### src/rtl/phalve_pkg.sv
// Shared constants and types for the packed halving unit.
// Assumes a 32-bit instruction word with fixed field positions.
package phalve_pkg;
    localparam int INSTR_W  = 32;
    localparam int COND_HI  = 31;
    localparam int COND_LO  = 28;
    localparam int DEST_HI  = 15;
    localparam int DEST_LO  = 12;
    localparam int OP_HI    = 7;
    localparam int OP_LO    = 5;
    localparam int COND_W   = COND_HI - COND_LO + 1;
    localparam int DEST_W   = DEST_HI - DEST_LO + 1;
    localparam int OP_W     = OP_HI - OP_LO + 1;

    // Lane operation encodings carried in the operation field.
    typedef enum logic [OP_W-1:0] {
        OP_HALF_ADD = 3'd0,
        OP_HALF_ASX = 3'd1,
        OP_HALF_SAX = 3'd2,
        OP_HALF_SUB = 3'd3,
        OP_BYTE_ADD = 3'd4,
        OP_RSVD5    = 3'd5,
        OP_RSVD6    = 3'd6,
        OP_BYTE_SUB = 3'd7
    } lane_op_e;

    // Lane control derived from the operation field.
    typedef struct packed {
        logic       supported;
        logic       use_bytes;
        logic       swap_b;
        logic [1:0] half_sub;
        logic       byte_sub;
    } lane_ctrl_t;

    localparam logic [COND_W-1:0] COND_ALWAYS = 4'hE;
    localparam logic [COND_W-1:0] COND_NEVER  = 4'hF;
endpackage

### src/rtl/phalve_cond.sv
// Condition evaluator: decides whether an instruction may write.
// Assumes flags are packed {N,Z,C,V}; code 0xE always passes, 0xF never.
module phalve_cond
    import phalve_pkg::*;
(
    input  logic [COND_W-1:0] cond,
    input  logic [3:0]        flags,
    output logic              pass
);
    logic n_f, z_f, c_f, v_f;
    assign {n_f, z_f, c_f, v_f} = flags;

    // Map each condition code onto its flag test.
    always_comb begin
        unique case (cond)
            4'h0: pass = z_f;
            4'h1: pass = !z_f;
            4'h2: pass = c_f;
            4'h3: pass = !c_f;
            4'h4: pass = n_f;
            4'h5: pass = !n_f;
            4'h6: pass = v_f;
            4'h7: pass = !v_f;
            4'h8: pass = c_f && !z_f;
            4'h9: pass = !c_f || z_f;
            4'hA: pass = (n_f == v_f);
            4'hB: pass = (n_f != v_f);
            4'hC: pass = !z_f && (n_f == v_f);
            4'hD: pass = z_f || (n_f != v_f);
            4'hE: pass = 1'b1;
            default: pass = 1'b0;
        endcase
    end
endmodule

### src/rtl/phalve_decode.sv
// Operation decoder: turns the operation field into lane controls.
// Assumes values 5 and 6 are reserved and must not write.
module phalve_decode
    import phalve_pkg::*;
(
    input  logic [OP_W-1:0] op,
    output lane_ctrl_t      ctrl
);
    // Select lane width, operand swap and per-lane add or subtract.
    always_comb begin
        ctrl = '0;
        unique case (lane_op_e'(op))
            OP_HALF_ADD: begin ctrl.supported = 1'b1; end
            OP_HALF_ASX: begin ctrl.supported = 1'b1; ctrl.swap_b = 1'b1; ctrl.half_sub = 2'b01; end
            OP_HALF_SAX: begin ctrl.supported = 1'b1; ctrl.swap_b = 1'b1; ctrl.half_sub = 2'b10; end
            OP_HALF_SUB: begin ctrl.supported = 1'b1; ctrl.half_sub = 2'b11; end
            OP_BYTE_ADD: begin ctrl.supported = 1'b1; ctrl.use_bytes = 1'b1; end
            OP_BYTE_SUB: begin ctrl.supported = 1'b1; ctrl.use_bytes = 1'b1; ctrl.byte_sub = 1'b1; end
            default:     begin ctrl = '0; end
        endcase
    end
endmodule

### src/rtl/phalve_lanes.sv
// Lane array: LANES independent lanes of LANE_W bits. Each lane adds or
// subtracts at LANE_W+1 bits and keeps the upper LANE_W bits (a halving).
// Assumes no interaction between lanes.
module phalve_lanes #(
    parameter int LANE_W = 16,
    parameter int LANES  = 2,
    localparam int VEC_W = LANE_W * LANES
) (
    input  logic [VEC_W-1:0] a,
    input  logic [VEC_W-1:0] b,
    input  logic [LANES-1:0] sub_mask,
    output logic [VEC_W-1:0] res
);
    for (genvar g = 0; g < LANES; g++) begin : g_lane
        logic [LANE_W-1:0] a_l, b_l;
        logic [LANE_W:0]   wide;
        assign a_l = a[g*LANE_W +: LANE_W];
        assign b_l = b[g*LANE_W +: LANE_W];
        // Extended add or subtract, carry/borrow lands in the top bit.
        always_comb begin
            if (sub_mask[g]) wide = {1'b0, a_l} - {1'b0, b_l};
            else             wide = {1'b0, a_l} + {1'b0, b_l};
        end
        assign res[g*LANE_W +: LANE_W] = wide[LANE_W:1];
    end
endmodule

### src/rtl/phalve_unit.sv
// Packed unsigned halving add/subtract unit (top).
// Decodes the instruction, evaluates the condition, computes halfword or byte
// lane results and registers them one clock after in_valid.
// Assumes DATA_W is divisible by 4; synchronous active-low reset.
module phalve_unit
    import phalve_pkg::*;
#(
    parameter int DATA_W = 32
) (
    input  logic                 clk,
    input  logic                 rst_n,
    input  logic                 in_valid,
    input  logic [INSTR_W-1:0]   instr,
    input  logic [DATA_W-1:0]    src_a,
    input  logic [DATA_W-1:0]    src_b,
    input  logic [3:0]           flags,
    output logic                 out_valid,
    output logic [DEST_W-1:0]    out_dest,
    output logic                 out_wen,
    output logic [DATA_W-1:0]    out_result
);
    localparam int HALF_W = DATA_W / 2;
    localparam int BYTE_W = DATA_W / 4;

    lane_ctrl_t        ctrl;
    logic              cond_ok;
    logic [DATA_W-1:0] b_half;
    logic [DATA_W-1:0] half_res;
    logic [DATA_W-1:0] byte_res;
    logic [DATA_W-1:0] result_d;

    phalve_decode u_dec (
        .op   (instr[OP_HI:OP_LO]),
        .ctrl (ctrl)
    );

    phalve_cond u_cond (
        .cond  (instr[COND_HI:COND_LO]),
        .flags (flags),
        .pass  (cond_ok)
    );

    // Crossed modes exchange the halves of the second operand.
    assign b_half = ctrl.swap_b ? {src_b[HALF_W-1:0], src_b[DATA_W-1:HALF_W]} : src_b;

    phalve_lanes #(.LANE_W(HALF_W), .LANES(2)) u_half (
        .a        (src_a),
        .b        (b_half),
        .sub_mask (ctrl.half_sub),
        .res      (half_res)
    );

    phalve_lanes #(.LANE_W(BYTE_W), .LANES(4)) u_byte (
        .a        (src_a),
        .b        (src_b),
        .sub_mask ({4{ctrl.byte_sub}}),
        .res      (byte_res)
    );

    // Choose the lane array output; reserved operations yield zero.
    always_comb begin
        if (!ctrl.supported)    result_d = '0;
        else if (ctrl.use_bytes) result_d = byte_res;
        else                     result_d = half_res;
    end

    // Output register: strobe every cycle, payload only on accepted input.
    always_ff @(posedge clk) begin
        if (!rst_n) begin
            out_valid  <= 1'b0;
            out_dest   <= '0;
            out_wen    <= 1'b0;
            out_result <= '0;
        end else begin
            out_valid <= in_valid;
            if (in_valid) begin
                out_dest   <= instr[DEST_HI:DEST_LO];
                out_wen    <= cond_ok && ctrl.supported;
                out_result <= result_d;
            end
        end
    end
endmodule

### config.mk
export PLATFORM = sky130hd
export DESIGN_NAME = phalve_unit
export DESIGN_NICKNAME = d
export VERILOG_FILES = /design/src/rtl/phalve_pkg.sv /design/src/rtl/phalve_cond.sv /design/src/rtl/phalve_decode.sv /design/src/rtl/phalve_lanes.sv /design/src/rtl/phalve_unit.sv
export SDC_FILE = /design/constraint.sdc
export NUM_CORES = 1
export LEC_CHECK = 0
export BUFFER_PORTS_ARGS = -buffer_cell sky130_fd_sc_hd__buf_2
export CORE_MARGIN = 8
export CORE_UTILIZATION = 35
export CTS_BUF_LIST = sky130_fd_sc_hd__clkbuf_8
export CTS_CLUSTER_DIAMETER = 150
export DETAILED_ROUTE_END_ITERATION = 7
export GPL_ROUTABILITY_DRIVEN = 0
export GPL_TIMING_DRIVEN = 0
export PLACE_DENSITY_LB_ADDON = 0.05
export SLEW_MARGIN = 25
export SYNTH_ARGS = -nofsm -noshare
export SYNTH_HDL_FRONTEND = slang
export SYNTH_SLANG_ARGS = --single-unit
### constraint.sdc
create_clock -name clk -period 7.65 [get_ports clk]
set_input_delay 0.765 -clock clk [delete_from_list [all_inputs] [get_ports clk]]
set_output_delay 0.765 -clock clk [all_outputs]
set_load 0.05 [all_outputs]
==> impl_metrics.ini <==
[outcome]
status = complete, no violations

[timing]
slew_viol_final = 0
rsz0062_at_grt = false
finalSetupTns_ps = 0
slew_headroom_pct = 37.6
hold_violations = 0
min_period_ps = 6410
setup_viol = 0
fmax_mhz = 156
period_share_pct = 83.7
final.setup_skew_ps = 0
worst_slew_pin_slew_ps = 932

[power]
intPower_w = 0.000587
p_sw_w = 0.000614
p_clk_share_pct = 13.3
p_per_area_nw_per_um2 = 166
ir_drop_v = 0.0000719
seqPwrFrac_pct = 19.6
combPwrFrac_pct = 67.2
p_leak_nw = 3.19
p_sw_share_pct = 51.1
p_total_w = 0.00120

[worst_setup_path]
crit_start = instr[7]
critical_path_class = input pin to flop
cp.arrival_ps = 6580
required_ps = 7820
cp-end-kind = flop
critical_path_peak_fanout = 10
startpoint_type = input pin
rr_endpoint = out_result[10]
ff2ff_setup_slack_ps = 6760
reg2reg_from = out_result[10]
setup.worst_path.end = out_result[13]
r2r_cells = 3

[synth]
ys_async_sr_fraction_pct = 0
synthesis.area_sq_um = 6320
syn_nets = 1062
syn_avg_cell_area_sq_um = 7.11
yosys-top-cells-area = ha_1, dfxtp_1, xnor2_1
yosysTopAreaCell = ha_1
synth_common_cells = nor2_1, a21oi_1, nand2_1
ys_warn_count = 0
syn-instance-count = 889
ys_ff_latch = 38
ys_seq_area_share_pct = 12.0
synth_most_common_cell = nor2_1
synth-edff-count = 0
synth_top_area_share_pct = 12.7
synth_top_flop_cell = dfxtp_1
synth_cell_types = 65

[layout]
final_cells = 1234
postLayoutCoreUtil_pct = 40.6
final_layout_size_suffix_gt1_share_pct = 13.7
nets = 1175
synthToLayoutAreaGrowth_pct = 14.6
final_area_sq_um = 7240

[hold_path]
min_from = out_result[4]
worstHoldPathType = flop to flop

[floorplan]
start_util_pct = 35.4
fp.dieW_um = 150
io-pin-count = 141
die_area_sq_um = 22600
rows = 49
core_sq_um = 17800
die-height_um = 150

[clock_network]
cts.path.max_buffers = 2
clkLatencyLatePin_ps = 310
clk_pin_slew_ps = 90
postCtsHoldBufs = 0
ctsHtreeMaxLevel = 2
cts_resized = 0
cts_made_buffers = 5
cts_tree = yes
cts_setup_buffers = 0
cts.sinks = 38
root_buffer = clkbuf_8

[place]
portBuffers = 106
dp_cells = 1224
place_area_sq_um = 7140
dp_hpwl_um = 20700

[routing]
avgViaCountPerCell = 5.66
final_antenna_net_count = 0
drtPass1Iterations = 5
wl_per_cell_um = 20.2
drt_iter0_drc = 579
drt_wl_total_um = 25000
drc_errors = 0
num_vias = 6990

[grt]
grt_overflow = 0
grt_pass1_vias = 6653
grt_max_degree = 13
antenna_found_initial = 1
grt_pass1_wl_um = 37500
grt_usage_pct = 21.5

[flow_run]
cap_viol_max_count = 0
routing by layer:
| metal | GRT usage, % | wire length [um] | share of wire, % |
|---|---|---|---|
| met1 | 29.8 | 12100 | 48 |
| met2 | 32.6 | 10500 | 42 |
| met3 | 3.67 | 1560 | 6.2 |
| met4 | 8.10 | 784 | 3.1 |
| met5 | 0 | 0 | 0 |
power groups by stage:
stage | registers [W] | logic [W] | clock network [W]
finish | 0.000235 | 0.000807 | 0.000159
global route | 0.000239 | 0.000884 | 0.000173
CTS | 0.000235 | 0.000804 | 0.000165
detailed placement | 0.000240 | 0.000799 | 0
global placement | 0.000239 | 0.000802 | 0
floorplan | 0.000326 | 0.000494 | 0
cell usage in the layout, fill, tap and decap left out, types with 4 or more instances in the layout:
cell type	netlist	layout
mux2i_1	29	29
a21o_1	16	16
clkbuf_8	0	6
o31ai_1	6	6
o22ai_1	5	5
a22oi_1	8	8
or3_1	10	10
nand3_1	21	21
o2bb2ai_1	4	4
a211oi_1	9	9
clkbuf_1	30	30
a221o_1	5	5
o21ai_0	71	71
nand2_1	75	75
dfxtp_1	38	38
and2_1	7	7
a21oi_1	77	77
fa_1	6	6
nor3_1	20	20
o21bai_1	7	7
nand2b_1	11	11
and3_1	9	9
xnor2_1	51	51
inv_1	33	33
buf_2	8	114
xor2_1	43	43
o211ai_1	5	5
nor2_1	97	95
a221oi_1	4	4
ha_1	64	64
nand3b_1	5	5
nor2b_1	17	17
o21a_1	8	8
a31oi_1	24	24
nor4_1	6	6
how the worst min path moves through the flow:
stage                         end  slack, ps  depth (start not counted)
global route        out_result[4]        500                          2
finish              out_result[4]        460                          2
detailed placement  out_result[4]        450                          2
global placement    out_result[4]        440                          2
CTS                 out_result[4]        470                          2
floorplan           out_result[4]        670                          2
sequential cells by signal, summed over array words and instances, names as in the netlist:
| register | count |
|---|---|
| out_valid | 1 |
| out_dest | 4 |
| out_wen | 1 |
| out_result | 32 |
metrics by stage:
| step | hold WS (ps) | setup WS [ps] |
|---|---|---|
| floorplan | 674 | 2870 |
| global placement | 444 | 1090 |
| detailed placement | 448 | 1090 |
| CTS | 467 | 1410 |
| global route | 501 | 980 |
| finish | 458 | 1240 |
worst max-delay path: stages:
cell	delay, ps
buf_2	120
buf_2	220
clkinv_1	420
nand2_2	320
buf_2	300
clkbuf_1	430
clkbuf_1	490
nor2_1	80
a21oi_1	200
ha_1	320
nand3_1	130
o21ai_0	300
and2_1	260
a21oi_1	100
xor2_1	190
ha_1	370
o21a_1	130
o21ai_0	500
nor2_1	80
a221oi_1	490
mux2i_1	250
o21ai_0	90
logic make-up (layout without fill, tap and decap cells):
group                      count (synthesis)  after routing  share of synthesized area (%)
buffers and inverters                     75            189                           4.61
xor gates and xnor gates                  94             94                           13.0
adders and majority gates                 70             70                           14.6
AOI/OAI and AO/OA                        279            279                           27.7
other                                      0              2                              0
and+or+nand+nor                          302            302                           23.1
muxes                                     31             31                           4.95
DFF                                       38             38                           12.0
final cells by class:
type	count	area (sq um)
clock inverters	2	12.5
flip-flops and latches	38	761
fillers	1998	10600
plain buffers	41	164
well taps	229	287
diodes	2	5.00
repair buffers	106	531
clock buffers	6	82.6
multi-input cells	776	5280
inverters	34	128
Power figures use the tool's default switching activity.
